`src/rtl/can_destuff_pkg.sv`:
```
package can_destuff_pkg;

    localparam int IDX_W_DEF    = 10;
    localparam int RAW_W_DEF    = 11;
    localparam int RUN_LEN_DEF  = 5;
    localparam int CLASSIC_TAIL = 17;

    typedef enum logic [1:0] {
        BK_IDLE  = 2'd0,
        BK_FRAME = 2'd1,
        BK_STUFF = 2'd2
    } bit_kind_e;

    function automatic bit_kind_e classify(input logic strobe, input logic is_stuff);
        if (!strobe)
            return BK_IDLE;
        else if (is_stuff)
            return BK_STUFF;
        else
            return BK_FRAME;
    endfunction

endpackage

```
`src/rtl/can_destuff_hist.sv`:
```
module can_destuff_hist #(
    parameter int RUN_LEN = can_destuff_pkg::RUN_LEN_DEF
) (
    input  logic clk,
    input  logic rst,
    input  logic clr,
    input  logic shift,
    input  logic bit_in,
    output logic stuff_hit
);
    localparam int FW = $clog2(RUN_LEN + 1);
    localparam logic [FW-1:0] FULL = FW'(RUN_LEN);

    logic [RUN_LEN-1:0] hist;
    logic [FW-1:0]      fill;

    always_ff @(posedge clk) begin
        if (rst || clr) begin
            hist <= '0;
            fill <= '0;
        end else if (shift) begin
            hist <= {hist[RUN_LEN-2:0], bit_in};
            if (fill != FULL)
                fill <= fill + 1'b1;
        end
    end

    always_comb begin
        stuff_hit = (fill == FULL) &&
                    (((&hist) && !bit_in) || ((~|hist) && bit_in));
    end

    AST_FILL_BOUND: assert property (@(posedge clk) disable iff (rst)
        fill <= FULL);

    AST_CLR_EMPTIES: assert property (@(posedge clk) disable iff (rst)
        clr |=> !stuff_hit);

endmodule

```
`src/rtl/can_destuff_window.sv`:
```
module can_destuff_window #(
    parameter int IDX_W = can_destuff_pkg::IDX_W_DEF,
    parameter int TAIL  = can_destuff_pkg::CLASSIC_TAIL
) (
    input  logic             fd_mode,
    input  logic             last_vld,
    input  logic [IDX_W-1:0] last_idx,
    input  logic [IDX_W-1:0] done_cnt,
    output logic             dyn_en
);
    localparam logic [IDX_W:0] TAIL_X = (IDX_W + 1)'(TAIL);

    logic [IDX_W:0] limit;

    always_comb begin
        limit  = fd_mode ? {1'b0, last_idx} : ({1'b0, last_idx} + TAIL_X);
        dyn_en = !last_vld || ({1'b0, done_cnt} < limit);
    end

endmodule

```
`src/rtl/can_destuffer.sv`:
```
module can_destuffer
    import can_destuff_pkg::*;
#(
    parameter int IDX_W   = IDX_W_DEF,
    parameter int RAW_W   = RAW_W_DEF,
    parameter int RUN_LEN = RUN_LEN_DEF
) (
    input  logic             clk,
    input  logic             rst,
    input  logic             frame_rst,
    input  logic             raw_valid,
    input  logic             raw_bit,
    input  logic             fd_mode,
    input  logic             last_idx_vld,
    input  logic [IDX_W-1:0] last_idx,
    output logic             frm_valid,
    output logic             frm_bit,
    output logic [IDX_W-1:0] frm_idx,
    output logic             stuff_seen,
    output logic [RAW_W-1:0] raw_cnt
);
    localparam logic [IDX_W:0]   TAIL_X  = (IDX_W + 1)'(CLASSIC_TAIL);
    localparam logic [RAW_W-1:0] MIN_RAW = RAW_W'(RUN_LEN + 1);

    logic             accept;
    logic             stuff_hit;
    logic             dyn_en;
    logic [IDX_W-1:0] done_cnt;
    bit_kind_e        kind;

    assign accept = raw_valid && !frame_rst;

    can_destuff_hist #(.RUN_LEN(RUN_LEN)) u_hist (
        .clk       (clk),
        .rst       (rst),
        .clr       (frame_rst),
        .shift     (accept),
        .bit_in    (raw_bit),
        .stuff_hit (stuff_hit)
    );

    can_destuff_window #(.IDX_W(IDX_W), .TAIL(CLASSIC_TAIL)) u_window (
        .fd_mode  (fd_mode),
        .last_vld (last_idx_vld),
        .last_idx (last_idx),
        .done_cnt (done_cnt),
        .dyn_en   (dyn_en)
    );

    always_comb begin
        kind = classify(accept, stuff_hit && dyn_en);
    end

    always_ff @(posedge clk) begin
        if (rst || frame_rst) begin
            frm_valid  <= 1'b0;
            frm_bit    <= 1'b0;
            frm_idx    <= '0;
            stuff_seen <= 1'b0;
            raw_cnt    <= '0;
            done_cnt   <= '0;
        end else begin
            frm_valid  <= 1'b0;
            stuff_seen <= 1'b0;
            case (kind)
                BK_FRAME: begin
                    frm_valid <= 1'b1;
                    frm_bit   <= raw_bit;
                    frm_idx   <= done_cnt;
                    done_cnt  <= done_cnt + 1'b1;
                    raw_cnt   <= raw_cnt + 1'b1;
                end
                BK_STUFF: begin
                    stuff_seen <= 1'b1;
                    raw_cnt    <= raw_cnt + 1'b1;
                end
                default: ;
            endcase
        end
    end

    AST_ONE_KIND: assert property (@(posedge clk) disable iff (rst)
        !(frm_valid && stuff_seen));

    AST_BIT_ANSWERED: assert property (@(posedge clk) disable iff (rst)
        (raw_valid && !frame_rst) |=> (frm_valid || stuff_seen));

    AST_STUFF_NEEDS_FILL: assert property (@(posedge clk) disable iff (rst)
        stuff_seen |-> (raw_cnt >= MIN_RAW));

    AST_FD_REGION: assert property (@(posedge clk) disable iff (rst)
        (raw_valid && fd_mode && last_idx_vld && (done_cnt >= last_idx))
        |=> !stuff_seen);

    AST_CLASSIC_REGION: assert property (@(posedge clk) disable iff (rst)
        (raw_valid && !fd_mode && last_idx_vld &&
         ({1'b0, done_cnt} >= ({1'b0, last_idx} + TAIL_X)))
        |=> !stuff_seen);

    AST_FRAME_CLEAR: assert property (@(posedge clk) disable iff (rst)
        frame_rst |=> (!frm_valid && !stuff_seen && (raw_cnt == '0)));

endmodule

```
`config.mk`:
```
export PLATFORM = sky130hd
export DESIGN_NAME = can_destuffer
export DESIGN_NICKNAME = d
export VERILOG_FILES = /design/src/rtl/can_destuff_pkg.sv /design/src/rtl/can_destuff_hist.sv /design/src/rtl/can_destuff_window.sv /design/src/rtl/can_destuffer.sv
export SDC_FILE = /design/constraint.sdc
export NUM_CORES = 1
export LEC_CHECK = 0
export ABC_AREA = 1
export BUFFER_PORTS_ARGS = -buffer_cell sky130_fd_sc_hd__buf_2
export CAP_MARGIN = 20
export CORE_UTILIZATION = 30
export CTS_CLUSTER_DIAMETER = 100
export CTS_CLUSTER_SIZE = 20
export DETAILED_ROUTE_END_ITERATION = 10
export MAX_ROUTING_LAYER = met4
export SYNTH_ARGS = -nofsm -noshare
export SYNTH_HDL_FRONTEND = slang
export SYNTH_SLANG_ARGS = --single-unit
```
`constraint.sdc`:
```
create_clock -name clk -period 3.1 [get_ports clk]
set_input_delay 0.155 -clock clk [delete_from_list [all_inputs] [get_ports clk]]
set_output_delay 0.155 -clock clk [all_outputs]
set_load 0.01 [all_outputs]
```
Word-level counts from Yosys, hierarchy flattened

Cells that the tools add are included.

Flip-flop bits (word level): 42
Output and inout bits: 24

Add/sub/neg operators: 4
Magnitude comparators: 1
Eq/ne operators: 4
Multiplexer cells: 5
Reductions and logical operators: 16

Operators by type and width:

| operator                                             | count |
|---|---|
| adder 10 x 5 -> 11 bit (second input constant)       | 1 |
| adder 11 x 1 -> 11 bit (second input constant)       | 1 |
| less-than comparator 10 x 11 -> 1 bit                | 1 |
| 2-to-1 mux 11 bit                                    | 1 |
| adder 10 x 1 -> 10 bit (second input constant)       | 1 |
| logical AND 1 bit                                    | 5 |
| AND reduction 5 bit                                  | 1 |
| OR reduction 5 bit                                   | 1 |
| zero test 1 bit                                      | 4 |
| 2-to-1 mux 2 bit                                     | 2 |
| adder 3 x 1 -> 3 bit (second input constant)         | 1 |
| equality test 3 bit (second input constant)          | 1 |
| logical OR 1 bit                                     | 3 |
| inequality test 3 bit (second input constant)        | 1 |
| equality test 2 x 1 -> 1 bit (second input constant) | 1 |
| equality test 2 bit (second input constant)          | 1 |
| 2-to-1 mux 1 bit                                     | 2 |
| AND reduction 2 bit                                  | 1 |
| OR reduction 2 bit                                   | 1 |

Depth between registers and ports, before layout

Gate-level depths: netlist (run 1).

Depth in word-level cells: 10
Gate-level depth with buffers: 19
Depth with buffers taken out: 18

By module

From an unflattened synthesis (run 1), not the netlist that was laid out.

Cells, all modules: 338
Area, all modules: 2383.5 um^2

Modules (own cells, without submodules):

| module             | instances | cells each | area each (um^2) | sequential area each (um^2) |
|---|---|---|---|---|
| can_destuffer      | 1         | 208        | 1529.0           | 680.7 |
| can_destuff_window | 1         | 74         | 452.9            | 0.0 |
| can_destuff_hist   | 1         | 56         | 401.6            | 160.2 |

Worst setup path after synthesis (run 1)

No wires, ideal clock.

Path type: input port to flip-flop
Start point: input fd_mode
End point: register done_cnt[2]
Setup time: 115 ps
Arrival: 2055 ps
Required time: 2985 ps
Slack: 930 ps
Stages on the path: 18
Cells stage by stage: inv_2 nand2_1 nor2_1 nand2_1 o21ai_0 and3_1 nand3_1 xnor2_1 inv_1 ha_1 and3_1 nand2_1 nand2_1 nand2_2 nand2_4 buf_2 a21oi_1 nor2_1

Word-level cells in the longest chain between the ends: 7

RTL lines:

| element                               | RTL line                 | source |
|---|---|---|
| start, declared                       | can_destuffer.sv:13      | `input logic fd_mode,` |
| 2-to-1 mux 11 bit                     | can_destuff_window.sv:16 | `limit = fd_mode ? {1'b0, last_idx} : ({1'b0, last_idx} + TAIL_X);` |
| less-than comparator 10 x 11 -> 1 bit | can_destuff_window.sv:17 | `dyn_en = !last_vld \|\| ({1'b0, done_cnt} < limit);` |
| logical OR 1 bit                      | can_destuff_window.sv:17 |  |
| logical AND 1 bit                     | can_destuffer.sv:51      | `kind = classify(accept, stuff_hit && dyn_en);` |
| 2-to-1 mux 2 bit                      | can_destuff_pkg.sv:17    | `else if (is_stuff)` |
| 2-to-1 mux 2 bit                      | can_destuff_pkg.sv:15    | `if (!strobe)` |
| equality test 2 x 1 -> 1 bit          | can_destuffer.sv:65      | `case (kind)` |
| end signal, assigned                  | can_destuffer.sv:70      | `done_cnt <= done_cnt + 1'b1;` |
| end, declared                         | can_destuffer.sv:28      | `logic [IDX_W-1:0] done_cnt;` |

Every way passes these cells.
A chain may end at the register's enable or synchronous reset.

Worst setup path after layout (run 1)

Start point: input fd_mode
End point: register frm_idx[9]

Word-level cells in the longest chain between the ends: 7

RTL lines:

| element                               | RTL line                 | source |
|---|---|---|
| 2-to-1 mux 11 bit                     | can_destuff_window.sv:16 |  |
| less-than comparator 10 x 11 -> 1 bit | can_destuff_window.sv:17 |  |
| logical OR 1 bit                      | can_destuff_window.sv:17 |  |
| logical AND 1 bit                     | can_destuffer.sv:51      |  |
| 2-to-1 mux 2 bit                      | can_destuff_pkg.sv:17    |  |
| 2-to-1 mux 2 bit                      | can_destuff_pkg.sv:15    |  |
| equality test 2 x 1 -> 1 bit          | can_destuffer.sv:65      |  |
| end signal, assigned                  | can_destuffer.sv:69      | `frm_idx <= done_cnt;` |
| end, declared                         | can_destuffer.sv:18      | `output logic [IDX_W-1:0] frm_idx,` |

Every way passes these cells.

==> results of run 1 <==
==> kinds of logic (layout without fill, tap and decap cells) <==
kind of cell	after synthesis	in the layout
buffers and inverters	39	79
multiplexers	1	1
AND/OR/NAND/NOR	135	135
AO/OA/AOI/OAI	56	56
XOR/XNOR	9	9
adder cells (fa/ha/maj)	14	14
flip-flops	42	42
==> tightest hold or removal path, delay by kind of cell <==
family	cells	cell delay (ps)
simple gates	1	90
buf+inv	1	130
compound gates	1	60
==> power by group through the flow <==
stage	Sequential [mW]	Clock [mW]	Combinational, mW
after floorplan	0.563	0	0.0646
after global placement	0.563	0	0.0940
after detailed placement	0.563	0	0.0966
after CTS	0.550	0.359	0.0975
after global routing	0.551	0.382	0.109
final	0.550	0.342	0.0957
==> registers in the layout (all words and copies together), names as in the netlist <==
signal,cells
frm_valid,1
u_hist.hist,5
frm_idx,10
u_hist.fill,3
raw_cnt,11
done_cnt,10
stuff_seen,1
frm_bit,1
==> metal layers <==
layer | wire [um] | vias to the layer above
li1 | - | 1055
met1 | 2260 | 908
met2 | 2150 | 37
met3 | 202 | 4
met4 | 42 | 0
met5 | 0 | -
==> final timing paths <==
| check | slack [ps] | from | end |
|---|---|---|---|
| hold / removal | 190 | raw_bit | frm_bit |
| hold reg to reg | 460 | frm_idx[5] | frm_idx[5] |
| setup / recovery | 730 | fd_mode | frm_idx[9] |
| setup reg to reg | 1160 | done_cnt[4] | frm_idx[9] |
==> stage by stage <==
step | power (mW) | setup slack [ps] | utilization, % | std cells
floorplan | 0.628 | 930 | - | 296
global placement | 0.657 | 538 | 34.7 | 427
detailed placement | 0.660 | 434 | 34.7 | 427
CTS | 1.01 | 720 | 35.9 | 435
global route | 1.04 | 528 | 35.9 | 435
finish | 0.988 | 729 | 35.9 | 435
==> area by class of cell <==
class	count	area, um2
clock buffers	6	72.6
clock inverters	2	13.8
fillers	774	4650
inverters	30	115
multi-input cells	215	1230
flip-flops and latches	42	841
well taps	99	124
repair buffers	41	208
==> cells in the final DEF, fill, tap and decap left out <==
cell	netlist	routed
a21o_1	1	1
a21oi_1	38	38
a21oi_2	1	1
and3_1	4	4
buf_2	3	40
buf_4	1	1
clkbuf_1	3	1
clkbuf_8	0	5
clkinv_1	2	2
clkinv_2	0	1
clkinv_4	0	1
dfxtp_1	42	42
ha_1	14	14
inv_1	24	24
inv_2	3	3
inv_4	1	1
mux2i_1	1	1
nand2_1	53	53
nand2_2	2	2
nand2_4	2	2
nand3_1	29	29
nand3_2	5	5
nand4_1	2	2
nand4_2	1	1
nor2_1	25	25
nor2_2	2	2
nor2_4	3	3
nor2_8	1	1
nor3_1	3	3
nor3_2	1	1
nor3b_1	1	1
nor4_1	1	1
o21a_1	1	1
o21ai_0	14	14
o21ai_1	1	1
xnor2_1	6	6
xor2_1	3	3
==> cell usage after synthesis (all sizes together) <==
cell / number
nand2: 57
dfxtp: 42
a21oi: 39
nand3: 34
nor2: 31
inv: 28
o21ai: 15
ha: 14
buf: 6
xnor2: 6
and3: 4
nor3: 4
clkbuf: 3
nand4: 3
xor2: 3
clkinv: 2
a21o: 1
mux2i: 1
nor3b: 1
nor4: 1
o21a: 1
==> flow_summary.toml, run 1 <==
[run_status]
status = "completed"

[power_and_ir_drop]
sw_frac_of_total_pct = 25.1
peakVddDrop_mv = 0.205
intPower_mw = 0.740
cellLeakagePower_nw = 1.09
p_clk_share_pct = 34.6
power_frac_seq_pct = 55.7
p_sw_mw = 0.248
combPwrFrac_pct = 9.7
power_density_mw_per_mm2 = 379

[critical_path]
crit_chain = "buf_2 -> inv_2 -> nand2_1 -> nor2_1 -> nand2_1 -> o21ai_0 -> and3_1 -> nand3_1 -> xnor2_1 -> inv_1 -> ha_1 -> and3_1 -> nand2_1 -> nand2_1 -> nand2_2 -> nand2_4 -> nand2_4 -> nand2_1 -> a21oi_1"
startpoint_type = "input port"
cpMostUsedCell = "nand2_1"
cp_max_fo = 31
path_class = "input port to flop"
worstRegToRegCells = 12
path_depth = 19
cp.required_ps = 3310
critPathArrivalTime_ps = 2580
cpMaxStageDelayCell = "ha_1"
end_kind = "flop"
path_buf_inv = 3
cpPeakStageDelay_ps = 280
crit_family = "simple AND/OR/NAND/NOR gates"

[global_routing]
antenna_found_initial = 0
use_met3_pct = 3.17
grt_pass1_wl_um = 7730
grt.busiest_layer = "met2"
grt_usage_pct = 13.0
grt-ovfl-total = 0
grt_max_degree = 32
met1_usage_pct = 16.2
use_met2_pct = 21.0
grt_pass1_vias = 1811

[cts]
clock-root-buffer = "clkbuf_8"
cts_sinks = 42
cts_setup_buffers = 0
cts_tree = "yes"
clock_latency_ps = 290
ctsResizeCount = 0
cts.clk_slew.worst_paths_ps = 80
cts_hold_buf = 0
h-tree-depth = 2
cts_made_buffers = 5
cts_buffer_depth = 2

[timing]
hold_slack_ps = 194
setup_viol = 0
max_slew_margin_pct = 64.4
clock.fmax_ghz = 0.422
tightest_slew_ps = 531
finClkSkew_ps = 3.96
tns_ps = 0
finalHoldViolCount = 0
grt_setup_unrepaired = "no"
period_needed_ps = 2370
fin_crit_sh_pct = 76.5
maxSlewViolCount = 0

[yosys]
synth_xor_xnor_area_share_pct = 3.51
yosys.area_share.simple_pct = 30.2
syn_area_mm2 = 0.00225
yosys.area.top_type = "dfxtp_1"
yosysTopAreaCellShare_pct = 37.4
synth_area_leaders = "dfxtp_1 (37%), nand2_1 (8.9%), a21oi_1 (8.5%)"
synth_nets = 327
avgSynthCellArea_um2 = 7.59
yosysSeqAreaShare_pct = 37.4
synth_top_family_by_area = "simple AND/OR/NAND/NOR gates"
synthMuxAreaShare_pct = 0.445
ys_warn_count = 0
ys_ff_latch = 42
synth_fa_ha_area_share_pct = 7.80
synth_cells = 296
synth_compound_area_share_pct = 12.9
synth.distinct_cells = 36

[placement]
routabilityCongestion = 0.806
portBuffers = 40
placed_area_mm2 = 0.00252
hpwl_um = 3480

[layout]
layout-drive-gt1-share_pct = 20.8
area_delta_synth_final_pct = 15.9
num-nets-final = 366
antennaDiodeCount = 0
design_area_mm2 = 0.00261

[detailed_routing]
wl_um = 4660
drc = 0
drtIter0Drc = 77
wl_per_cell_um = 10.7
via_per_inst = 4.61
drt_first_pass_iters = 4
vias = 2004
postRouteAntennaNets = 0

[flow_run]
drv_cap = 0

[die]
coreArea_mm2 = 0.00725
num_rows = 31
dieArea_mm2 = 0.00784
dieWidth_um = 88.5
ios = 41
die-height_um = 88.5
start_util_pct = 31.0

[min_path]
hold_depth = 3
hold_class = "input port to flop"
(Power assumes the default switching activity.)
==> run 2, diff against run 1 <==
==> constraint.sdc (replaced) <==
create_clock -name clk -period 2 [get_ports clk]
set_input_delay 0.1 -clock clk [delete_from_list [all_inputs] [get_ports clk]]
set_output_delay 0.1 -clock clk [all_outputs]
set_load 0.01 [all_outputs]
==> run 2 against run 1 <==
  * Clock skew grew 5.0 ps
  * Worst setup slack lost 600 ps
  * Hold slack lost 90 ps
  * Global-route usage shrank 0.097 points
  * Via count grew 5.3%
  * Critical endpoint is now frm_idx[0]
  * Power grew 73%
  * Core utilization grew 5.6 points
==> flow_summary.toml, run 2 (synthesized netlist as in run 1, its figures left out) <==
[timing]
finalHoldViolCount = 0
tightest_slew_ps = 572
setup_viol = 0
period_needed_ps = 1870
fin_crit_sh_pct = 93.6
hold_slack_ps = 104
finClkSkew_ps = 8.98
grt_setup_unrepaired = "yes"
clock.fmax_ghz = 0.534
max_slew_margin_pct = 61.6
maxSlewViolCount = 0

[die]
dieArea_mm2 = 0.00784
dieWidth_um = 88.5
coreArea_mm2 = 0.00725
num_rows = 31
die-height_um = 88.5
start_util_pct = 31.0
ios = 41

[detailed_routing]
vias = 2111
wl_per_cell_um = 11.2
postRouteAntennaNets = 0
drtIter0Drc = 121
via_per_inst = 4.60
drt_first_pass_iters = 4
drc = 0
wl_um = 5130

[power_and_ir_drop]
peakVddDrop_mv = 0.409
cellLeakagePower_nw = 1.25
power_mw = 1.71
power_density_mw_per_mm2 = 568

[global_routing]
grt_usage_pct = 13.0
grt_pass1_vias = 1779
grt_pass1_wl_um = 7680
grt_max_degree = 24
grt-ovfl-total = 0
antenna_found_initial = 0

[critical_path]
cp_max_fo = 7
critPathArrivalTime_ps = 2080
worstRegToRegCells = 15
reg2reg_to = "done_cnt[6]"
reg2reg_setup_slack_ps = 240
path_class = "input port to flop"
startpoint_type = "input port"
cp.required_ps = 2210
end_kind = "flop"
r2r_start = "done_cnt[1]"

[cts]
cts_buffer_depth = 2
h-tree-depth = 2
cts_tree = "yes"
cts_sinks = 42
cts.clk_slew.worst_paths_ps = 80
cts_made_buffers = 5
clock_latency_ps = 290
clock-root-buffer = "clkbuf_8"

[layout]
antennaDiodeCount = 0
design_area_mm2 = 0.00301
final_cell_mix = "nand2_1 (50), dfxtp_1 (42), buf_2 (37)"
largest_register_ffs = 11
biggestRegsByFlops = "raw_cnt x11, done_cnt x10, frm_idx x10"
final_common_cell = "nand2_1"
num-nets-final = 390
largest_register = "raw_cnt"
layout-drive-gt1-share_pct = 33.3
area_delta_synth_final_pct = 33.9

[run_status]
status = "completed"

[placement]
placed_area_mm2 = 0.00272
portBuffers = 40
routabilityCongestion = 0.753
hpwl_um = 3600

[min_path]
hold_end = "frm_bit"
holdCritStartpoint = "raw_bit"
hold_depth = 3
hold_class = "input port to flop"

[flow_run]
drv_cap = 0
## run 2: through the flow
stage               util, %  std cells  setup TNS (ps)  setup WS [ps]
floorplan                 -        296               0           7.01
global placement       37.5        447           -4580           -229
detailed placement     37.5        447           -5670           -297
CTS                    39.1        456               0           9.86
global route           41.5        459            -216          -28.0
finish                 41.5        459               0            129
## run 2: cell type report
type / instances / area [um2]
clock buffer: 6 / 72.6
inverter: 30 / 118
sequential: 42 / 841
timing repair buffer: 63 / 414
fill: 752 / 4240
tap: 99 / 124
clock inverter: 2 / 37.5
multi-input combinational: 217 / 1400
## run 2: how the worst max path moves through the flow
stage	startpoint	cells past startpoint	slack (ps)	end
finish	fd_mode	19	130	frm_idx[0]
global route	last_idx[0]	18	-30	done_cnt[2]
CTS	fd_mode	19	10	frm_idx[2]
detailed placement	fd_mode	19	-300	frm_idx[1]
global placement	fd_mode	19	-230	done_cnt[0]
floorplan	fd_mode	18	7	done_cnt[2]
## run 2: power by group
group	switching [mW]	total, mW	internal [mW]
clock	0.291	0.663	0.373
combinational	0.110	0.192	0.0820
sequential	0.00788	0.853	0.845
total	0.408	1.71	1.30
## run 2: metal layers
metal | GRT usage (%) | part of all wire (%)
met4 | 3.37 | 1.2
met1 | 16.4 | 48
met3 | 2.99 | 3.5
met2 | 20.7 | 47
met5 | - | 0
## run 2: what timing repair did
action	4_1_cts	5_1_grt
cloned	0	2
buffers inserted	1	1
hold buffers	0	0
endpoints found under the setup margin	1	22
resized for setup	0	33
pin swaps	0	24
## run 2: critical path, cell delays in order
cell and delay, ps:
buf_4 130, inv_4 60, nand2_4 50, nor2_4 70, nand2_1 70, o21ai_2 60
and3_4 200, nand3_2 60, xnor2_1 130, inv_1 90, ha_4 270, and3_1 130
nand2_1 40, nand2_1 60, nand2_2 90, nand2_4 120, buf_6 140, nand3_2 70
a21oi_1 140
==> run 3, diff against run 2 <==
--- a/config.mk
+++ b/config.mk
@@ -5,7 +5,6 @@
 export SDC_FILE = /design/constraint.sdc
 export NUM_CORES = 1
 export LEC_CHECK = 0
-export ABC_AREA = 1
 export BUFFER_PORTS_ARGS = -buffer_cell sky130_fd_sc_hd__buf_2
 export CAP_MARGIN = 20
 export CORE_UTILIZATION = 30
==> run 3 against run 2 <==
  * The flow now finishes with violations (negative setup slack)
  * Synthesized cell count is 21% lower
  * Routed wire length is 8.8% lower
  * Count of clock-buffer cells in the layout is 1 higher
  * Worst setup slack worse by 410 ps
  * Global-route usage is 0.30 points higher
  * Critical path depth is 5 lower
  * Core utilization is 1.0 points higher
==> flow_summary.toml, run 3 <==
[cts]
clock_latency_ps = 290
cts_sinks = 42
cts_buffer_depth = 2
h-tree-depth = 2
cts_tree = "yes"
clock-root-buffer = "clkbuf_8"
cts.clk_slew.worst_paths_ps = 70
cts_made_buffers = 5

[die]
start_util_pct = 31.8
die-height_um = 87.8
coreArea_mm2 = 0.00694
ios = 41
dieArea_mm2 = 0.00771
dieWidth_um = 87.8
num_rows = 30

[yosys]
synth.most_common_cell = "dfxtp_1"
synth_ff_type = "dfxtp_1"
yosysSeqAreaShare_pct = 38.1
syn_area_mm2 = 0.00221
synth_area_leaders = "dfxtp_1 (38%), mux2i_1 (8.6%), ha_1 (7.9%)"
synthTopCellsByCount = "dfxtp_1 (42), nor2_1 (33), mux2i_1 (19)"
yosysTopAreaCellShare_pct = 38.1
ys_ff_latch = 42
ys_warn_count = 0
yosys.area.top_type = "dfxtp_1"
synth.distinct_cells = 45
async_reset_ff_share_pct = 0
synth_nets = 266
synth_edf_count = 0
avgSynthCellArea_um2 = 9.40
synth_cells = 235

[timing]
tightest_slew_ps = 450
period_needed_ps = 2280
maxSlewViolCount = 0
clock.fmax_ghz = 0.439
tns_ps = -5200
setup_viol = 23
finClkSkew_ps = 7.67
finalHoldViolCount = 0
fin_ws_ps = -280
grt_setup_unrepaired = "yes"
max_slew_margin_pct = 69.7
fin_crit_sh_pct = 114

[global_routing]
grt_pass1_wl_um = 7730
antenna_found_initial = 0
grt_pass1_vias = 1763
grt_max_degree = 39
grt_usage_pct = 13.3
grt-ovfl-total = 0

[layout]
fillers = 694
final_cell_mix = "dfxtp_1 (42), buf_2 (38), buf_4 (35)"
final_common_cell = "dfxtp_1"
antennaDiodeCount = 0
area_delta_synth_final_pct = 33.6
layout-drive-gt1-share_pct = 34.0
seq_area_um2 = 841
num-nets-final = 342
finalNonFillerCells = 408
biggestRegsByFlops = "raw_cnt x11, done_cnt x10, frm_idx x10"
multi_input_area_mm2 = 0.00138
largest_register = "raw_cnt"
largest_register_ffs = 11

[critical_path]
crit_chain = "buf_8 -> ha_4 -> a31oi_4 -> nor2_2 -> nand4_1 -> xor2_1 -> ha_1 -> nand3_2 -> or3_4 -> o22ai_4 -> o21ai_4 -> buf_12 -> or4_1 -> nand2_1"
critPathArrivalTime_ps = 2510
reg2reg_setup_slack_ps = -110
reg2reg_to = "done_cnt[3]"
cpPeakStageDelay_ps = 470
r2r_start = "done_cnt[9]"
end_kind = "flop"
cpMaxStageDelayCell = "or4_1"
worstRegToRegCells = 8
cp.required_ps = 2230
path_class = "input port to flop"
cp_max_fo = 21
startpoint_type = "input port"

[power_and_ir_drop]
peakVddDrop_mv = 0.204
power_frac_seq_pct = 52.6
combPwrFrac_pct = 12.9
intPower_mw = 1.23
p_sw_mw = 0.385
sw_frac_of_total_pct = 23.9
power_density_mw_per_mm2 = 545
p_clk_share_pct = 34.4
cellLeakagePower_nw = 1.28

[flow_run]
drv_cap = 0

[detailed_routing]
postRouteAntennaNets = 0
drc = 0
via_per_inst = 4.70
wl_per_cell_um = 11.5
vias = 1919
wl_um = 4680
drt_first_pass_iters = 4
drtIter0Drc = 82

[min_path]
holdCritStartpoint = "raw_bit"
hold_class = "input port to flop"
hold_depth = 3
hold_end = "u_hist.hist[0]"

[placement]
routabilityCongestion = 0.750
portBuffers = 40
dp_cells = 395
hpwl_um = 3490

[run_status]
status = "complete, but fails checks"
violations = "negative setup slack"
==> run 3: cell count changes in the layout (fill, tap and decap cells not counted), moves of 11 or more <==
cell,before,now
nand2_1,50,15
nand3_1,25,2
inv_1,24,3
mux2i_1,1,19
buf_4,19,35
a21oi_1,26,11
or3_1,0,11
==> run 3: stage by stage <==
stage / area, um2 / setup WS, ps / power, mW / hold slack (ps) / utilization (%)
4_1_cts: 2910 / -296 / 1.62 / 96.5 / 41.9
2_1_floorplan: 2250 / -358 / 0.981 / 244 / -
5_1_grt: 2950 / -413 / 1.69 / 121 / 42.5
3_3_place_gp: 2750 / -676 / 1.05 / 382 / 39.6
3_5_place_dp: 2750 / -717 / 1.06 / 386 / 39.6
6_report: 2950 / -280 / 1.61 / 98.2 / 42.5
==> run 3: final cells by class <==
| class | count | area share, % |
|---|---|---|
| multi-input combinational | 182 | 46.7 |
| sequential | 42 | 28.5 |
| timing repair buffer | 77 | 17.3 |
| tap | 96 | 4.07 |
| clock buffer | 7 | 2.92 |
| inverter | 3 | 0.382 |
| clock inverter | 1 | 0.170 |
==> run 3: power groups by stage <==
stage               Sequential, mW  Combinational [mW]  Clock [mW]
finish                       0.847               0.208       0.555
detailed placement           0.867               0.191           0
global placement             0.867               0.186           0
CTS                          0.847               0.203       0.572
global route                 0.849               0.228       0.616
floorplan                    0.867               0.114           0
==> run 3: worst max-delay path: cells and delay by family <==
family | cells | cell delay, ps
simple gates | 6 | 1210
compound gates | 3 | 340
buf+inv | 2 | 250
fa+ha+maj | 2 | 440
xor+xnor | 1 | 180
==> run 3: cell families after synthesis <==
kind of cell,share of synthesized area [%]
simple gates,20.9
flops,38.1
compound gates,13.9
mux,8.61
xor+xnor,7.13
fa+ha+maj,7.93
buf+inv,3.51
==> run 3: worst max-delay path by stage <==
stage	from	to	slack [ps]
floorplan	last_idx[0]	done_cnt[3]	-360
global placement	last_idx[0]	done_cnt[3]	-680
detailed placement	last_idx[0]	done_cnt[3]	-720
CTS	last_idx[0]	frm_idx[1]	-300
global route	last_idx[0]	done_cnt[3]	-410
finish	last_idx[0]	done_cnt[3]	-280
==> run 3: repair_timing <==
item                       4_1_cts  5_1_grt
gates resized for setup          9        6
pin swaps                        8        3
hold buffers                     0        0
gates cloned                     0        0
setup buffers                    4        1
setup endpoints to repair       23       23
==> run 3: layer usage <==
| metal | wire length [um] | part of all wire, % | GRT usage (%) |
|---|---|---|---|
| met5 | 0 | 0 | - |
| met4 | 52 | 1.1 | 4.02 |
| met3 | 136 | 2.9 | 2.83 |
| met2 | 2340 | 50 | 22.1 |
| met1 | 2160 | 46 | 16.0 |
